$ cat config.mk
export PLATFORM = sky130hd
export DESIGN_NAME = dma_arm_reg
export DESIGN_NICKNAME = d
export VERILOG_FILES = /design/src/rtl/dma_arm_pkg.sv /design/src/rtl/dma_arm_wdec.sv /design/src/rtl/dma_arm_cell.sv /design/src/rtl/dma_arm_reg.sv
export SDC_FILE = /design/constraint.sdc
export NUM_CORES = 1
export LEC_CHECK = 0
export BUFFER_PORTS_ARGS = -buffer_cell sky130_fd_sc_hd__buf_2
export CAP_MARGIN = 20
export CELL_PAD_IN_SITES_DETAIL_PLACEMENT = 1
export CELL_PAD_IN_SITES_GLOBAL_PLACEMENT = 1
export CORE_ASPECT_RATIO = 1.75
export CORE_MARGIN = 5
export CORE_UTILIZATION = 23
export CTS_CLUSTER_SIZE = 28
export DETAILED_ROUTE_END_ITERATION = 16
export PLACE_DENSITY_LB_ADDON = 0.1
export SLEW_MARGIN = 30
export SYNTH_ARGS = -nofsm -noshare
export SYNTH_HDL_FRONTEND = slang
export SYNTH_SLANG_ARGS = --single-unit
$ cat constraint.sdc
create_clock -name clk -period 0.8 [get_ports clk]
set_input_delay 0.04 -clock clk [delete_from_list [all_inputs] [get_ports clk]]
set_output_delay 0.04 -clock clk [all_outputs]
set_load 0.005 [all_outputs]
$ cat src/rtl/dma_arm_pkg.sv
package dma_arm_pkg;

    localparam int unsigned NCH       = 5;
    localparam int unsigned SFR_W     = 8;
    localparam int unsigned CANCEL_IX = 7;

    // What happens to one channel's arm bit on the coming edge
    typedef enum logic [1:0] {
        ACT_HOLD = 2'd0,
        ACT_LOAD = 2'd1,
        ACT_KILL = 2'd2,
        ACT_DONE = 2'd3
    } arm_act_e;

    // Priority: plain write, then cancel, then one-shot completion
    function automatic arm_act_e pick_act(input logic load, input logic kill,
                                          input logic sel, input logic armed,
                                          input logic done, input logic rpt);
        if (load)                      return ACT_LOAD;
        else if (kill && sel)          return ACT_KILL;
        else if (armed && done && !rpt) return ACT_DONE;
        else                           return ACT_HOLD;
    endfunction

    function automatic logic next_arm(input arm_act_e act, input logic armed,
                                      input logic wbit);
        case (act)
            ACT_LOAD: return wbit;
            ACT_KILL: return 1'b0;
            ACT_DONE: return 1'b0;
            default:  return armed;
        endcase
    endfunction

endpackage

$ cat src/rtl/dma_arm_wdec.sv
module dma_arm_wdec #(
    parameter int unsigned DW   = dma_arm_pkg::SFR_W,
    parameter int unsigned N    = dma_arm_pkg::NCH,
    parameter int unsigned CXIX = dma_arm_pkg::CANCEL_IX
) (
    input  logic          we,
    input  logic [DW-1:0] wdata,
    output logic          load,
    output logic          kill,
    output logic [N-1:0]  sel
);
    always_comb begin
        load = we && !wdata[CXIX];
        kill = we &&  wdata[CXIX];
        sel  = wdata[N-1:0];
    end
endmodule

$ cat src/rtl/dma_arm_cell.sv
module dma_arm_cell
    import dma_arm_pkg::*;
(
    input  logic clk,
    input  logic rst,
    input  logic load,
    input  logic kill,
    input  logic sel,
    input  logic done,
    input  logic rpt,
    output logic armed,
    output logic abort_p
);
    arm_act_e act;

    always_comb act = pick_act(load, kill, sel, armed, done, rpt);

    always_ff @(posedge clk) begin
        if (rst) begin
            armed   <= 1'b0;
            abort_p <= 1'b0;
        end else begin
            armed   <= next_arm(act, armed, sel);
            abort_p <= (act == ACT_KILL);
        end
    end


    strobe_disarmed_chk: assert property (@(posedge clk) disable iff (rst)
        abort_p |-> !armed);


    oneshot_clear_chk: assert property (@(posedge clk) disable iff (rst)
        (armed && done && !rpt && !load && !kill) |=> !armed);


    repeat_keep_chk: assert property (@(posedge clk) disable iff (rst)
        (armed && done && rpt && !load && !(kill && sel)) |=> armed);


    kill_strobe_chk: assert property (@(posedge clk) disable iff (rst)
        (kill && sel && !load) |=> abort_p);
endmodule

$ cat src/rtl/dma_arm_reg.sv
module dma_arm_reg
    import dma_arm_pkg::*;
#(
    parameter int unsigned N    = NCH,
    parameter int unsigned DW   = SFR_W,
    parameter int unsigned CXIX = CANCEL_IX
) (
    input  logic          clk,
    input  logic          rst,
    input  logic          sfr_we,
    input  logic [DW-1:0] sfr_wdata,
    output logic [DW-1:0] sfr_rdata,
    input  logic [N-1:0]  cnt_done,
    input  logic [N-1:0]  rpt_mode,
    output logic [N-1:0]  ch_armed,
    output logic [N-1:0]  ch_abort
);
    localparam int unsigned PADW = DW - N;

    logic         w_load;
    logic         w_kill;
    logic [N-1:0] w_sel;

    dma_arm_wdec #(.DW(DW), .N(N), .CXIX(CXIX)) u_wdec (
        .we    (sfr_we),
        .wdata (sfr_wdata),
        .load  (w_load),
        .kill  (w_kill),
        .sel   (w_sel)
    );

    for (genvar c = 0; c < N; c++) begin : g_ch
        dma_arm_cell u_cell (
            .clk     (clk),
            .rst     (rst),
            .load    (w_load),
            .kill    (w_kill),
            .sel     (w_sel[c]),
            .done    (cnt_done[c]),
            .rpt     (rpt_mode[c]),
            .armed   (ch_armed[c]),
            .abort_p (ch_abort[c])
        );
    end

    assign sfr_rdata = {{PADW{1'b0}}, ch_armed};


    plain_load_chk: assert property (@(posedge clk) disable iff (rst)
        (sfr_we && !sfr_wdata[CXIX]) |=> (ch_armed == $past(sfr_wdata[N-1:0])));


    strobe_only_sel_chk: assert property (@(posedge clk) disable iff (rst)
        (ch_abort != '0) |-> $past(sfr_we && sfr_wdata[CXIX]));
endmodule

# Yosys cells after proc, flatten, opt, wreduce, memory -nomap -nowiden
# Cells that the tools add are included.
totals:
  regBits: 10
  inputBits: 21
  output_inout_bits: 18
  word_cells: 78
classes:
  eq_ne: 15
  mux: 20
  n_reduce_logical: 33
op_table:
  columns: ["op", "count"]
  rows:
  - ["$mux 2", 15]
  - ["$eq 2x2->1 const B", 10]
  - ["$logic_and 1x1->1", 17]
  - ["$eq 2x1->1 const B", 5]
  - ["$pmux 1 s2", 5]
  - ["$reduce_bool 2->1", 5]
  - ["$reduce_or 2->1", 5]
  - ["$logic_not 1->1", 6]

# Depth between registers and ports, before layout
depth:
  word_depth: 8
  ltp_mapped: 3
  depth_no_buf: 3

# Hierarchy
# Synthesis repeated with hierarchy kept, for this count alone.
unflattened:
  hier_cells: 56
  area_unflattened_um2: 505.5
by_module_without_submodules:
  columns: ["module", "n_inst", "cells_per_inst", "area_each_um2", "seq_area_each_um2"]
  rows:
  - ["dma_arm_cell", 5, 8, 77.6, 40.0]
  - ["dma_arm_reg", 1, 9, 63.8, 0.0]
  - ["dma_arm_wdec", 1, 7, 53.8, 0.0]

# Worst setup path before layout
# No wires, ideal clock.
synth_timing:
  kind: "register to register"
  start: "reg g_ch[0].u_cell.armed"
  end: "reg g_ch[0].u_cell.armed"
  arrival_time_ns: 0.531
  required_time_ns: 0.730
  slack_ns: 0.199
  stages_incl_launch_ff: 3
  path_buffers: 0
  synth_period_minus_slack_ns: 0.601
  path_cell_list: "dfxtp_1 -> o221ai_1 -> a21oi_1"
synth_between:
  elab_chain_len: 8
  elab_cells_between_ends: 11
  classes_between: "eq/ne: 3; mux: 4; reduce/logical: 4"
synth_lines:
  columns: ["element", "line", "rtl"]
  rows:
  - ["start: declaration", "dma_arm_cell.sv:11", "output logic armed,"]
  - ["start signal: assignment", "dma_arm_cell.sv:23", "armed <= next_arm(act, armed, sel);"]
  - ["$logic_and 1x1->1 (*) (2 in series)", "dma_arm_pkg.sv:21", "else if (armed && done && !rpt) return ACT_DONE;"]
  - ["$mux 2 (*)", "dma_arm_pkg.sv:21", null]
  - ["$mux 2 (*)", "dma_arm_pkg.sv:20", "else if (kill && sel) return ACT_KILL;"]
  - ["$mux 2 (*)", "dma_arm_pkg.sv:19", "if (load) return ACT_LOAD;"]
  - ["$eq 2x2->1", "dma_arm_pkg.sv:27", "case (act)"]
  - ["$reduce_or 2->1 (no line)", null, null]
  - ["$pmux 1 s2 or $reduce_bool 2->1 (tied branches)", null, null]
# Every way passes the cells marked *; elsewhere a longest branch is shown, timed or not.
# A chain may end at the register's enable or synchronous reset.

# Final worst setup path
layout_timing:
  start: "reg g_ch[4].u_cell.armed"
  end: "out ch_armed[4]"
layout_rtl:
  columns: ["element", "line", "rtl"]
  rows:
  - ["start: declaration", "dma_arm_cell.sv:11", null]
  - ["start signal: assignment", "dma_arm_cell.sv:23", null]
  - ["end: declaration", "dma_arm_reg.sv:15", "output logic [N-1:0] ch_armed,"]
# No word-level cell between the ends.

==> results.cfg <==
[status]
status = completed

[yosys]
syn_area_sq_um = 528
synth.avg_cell_area_sq_um = 8.38
ys_seq_area_frac = 0.379
yosys_register_bits = 10
synth_cell_type_count = 11
synthCells = 63
synth_warnings = 0

[detailed_routing]
detail_route.wl_per_cell_um = 11.6
routed_via_density = 4.23
routed_wl_um = 1250
via_count = 457
postRouteAntennaNets = 0
drc_errors = 0
drtIter0Drc = 4
firstDrtPassIters = 3

[cts]
cts_hold_buf = 0
cts_max_level = 1
clk_pin_slew_worst_paths_ps = 50
cts_setup_buffers = 0
clock-root-buffer = clkbuf_8
clock_latency_ps = 230
clock-sinks = 10
cts_buffer_depth = 2
cts_tree = yes
cts_made_buffers = 3
cts_resized = 0

[critical_path]
setup.worst_path.end_class = primary output
startpoint_type = register
timing.rr.end = g_ch[2].u_cell.armed
reg2reg_depth = 2
rrSetupSlack_ps = 150
cp_slowest_cell = dfxtp_1
path_buf_inv = 1
cp_top_family = flip-flops
cp.arrival_ps = 690
r2r_start = g_ch[2].u_cell.armed
critPathLaunch = g_ch[4].u_cell.armed
crit_required_ps = 760
worst_path_largest_cell_delay_ps = 340
cp_cell_sequence = buf_2
crit_fanout = 3
worstSetupPathType = reg -> out

[grt]
grt-ovfl-total = 0
grt_pass1_wl_um = 1930
grt_max_degree = 8
grt_pass1_vias = 488
grt_antenna_before_repair = 0
grt_use_total = 0.0813

[floorplanning]
start_util = 0.235
chipHeight_um = 73.4
row_count = 23
core_sq_um = 2240
die_x_um = 46.2
ioPinCount = 39
dieArea_sq_um = 3390

[place]
io_buffers = 33
dp_hpwl_um = 1080
pre_cts_ws_ps = 73.0
dp_cells = 105
gp_congestion = 0.653

[sta]
hold_viol = 0
timing.final.ws_setup_ps = 67.7
maxSlewViolCount = 0
setup_viol = 0
finalSetupTns_ps = 0
clock.fmax_mhz = 1370
period_needed_ps = 732
rsz0062_at_grt = no
holdWs_ps = 41.2
period_share = 0.915
fin_skew_ps = 0

[worst_hold_path]
whs_endpoint = g_ch[2].u_cell.abort_p
worstHoldStart = sfr_wdata[2]
holdPathStages = 2
hold_path.class = in -> reg

[cells_and_area]
antenna_cells = 0
drive_gt1_frac = 0.446
fillCellCount = 289
nets = 106
finalNonFillerCells = 108
final_core_util = 0.284
syn2layout_area_growth_pct = 20.9

[power]
ir_drop_uv = 942
p_leak_nw = 0.345
power_density_nw_per_um2 = 1860

[run]
drv_cap = 0
cell type report:
class / count / area [sq um] / share of cell area
clock buffers: 3 / 41.3 / 0.0647
inverters: 6 / 22.5 / 0.0353
multi-input cells: 31 / 178 / 0.278
flip-flops and latches: 10 / 200 / 0.314
well taps: 25 / 31.3 / 0.0490
repair buffers: 33 / 165 / 0.259
sequential cells by signal, indices dropped and copies added, names as in the netlist:
signal               count
g_ch.u_cell.abort_p      5
g_ch.u_cell.armed        5
cell usage in the layout (no fill, tap or decap):
master / n
a21oi_1: 5
buf_2: 33
nor2_1: 1
and2_1: 5
inv_1: 6
and2b_2: 1
o221ai_1: 5
clkbuf_8: 3
nand2_1: 6
conb_1: 3
nor2b_1: 5
dfxtp_1: 10
cells in the mapped netlist:
cell type,count,area [sq um]
and2b_2,1,8.76
nand2_1,6,22.5
dfxtp_1,10,200
and2_1,5,31.3
a21oi_1,5,25.0
o221ai_1,5,43.8
conb_1,1,3.75
nor2_1,1,3.75
nor2b_1,5,31.3
inv_1,6,22.5
buf_4,18,135
report_power, final:
part	leakage, nW	internal, mW	switching (mW)
logic	0.242	0.0700	0.0673
clock network	0.0216	0.329	0.194
registers	0.0815	0.516	0.00672
routing by layer:
metal	share of wire	track usage	wire, um	up-vias
met5	0	0	0	-
met4	0.025	0.0665	31	0
met3	0.053	0.0245	66	4
met2	0.57	0.140	713	16
met1	0.35	0.0729	443	215
li1	-	-	-	222
stage by stage:
stage	power, mW	area [sq um]
global route	1.26	638
global placement	0.673	597
CTS	1.21	638
finish	1.18	638
floorplan	0.625	536
detailed placement	0.674	597
how the worst max path moves through the flow:
stage                                 endpoint  depth (start not counted)
after floorplan           g_ch[0].u_cell.armed                          2
after global placement    g_ch[2].u_cell.armed                          4
after detailed placement  g_ch[2].u_cell.armed                          4
after CTS                          ch_armed[4]                          1
after global routing               ch_armed[2]                          1
final                              ch_armed[4]                          1
kinds of logic (layout without fill, tap and decap cells):
| group | after synthesis | in the layout | synth area share |
|---|---|---|---|
| buffers and inverters | 24 | 42 | 0.299 |
| and+or+nand+nor | 18 | 18 | 0.185 |
| AOI/OAI and AO/OA | 10 | 10 | 0.130 |
| DFF | 10 | 10 | 0.379 |
| other | 1 | 3 | 0.00710 |
Power figures use the tool's default switching activity.
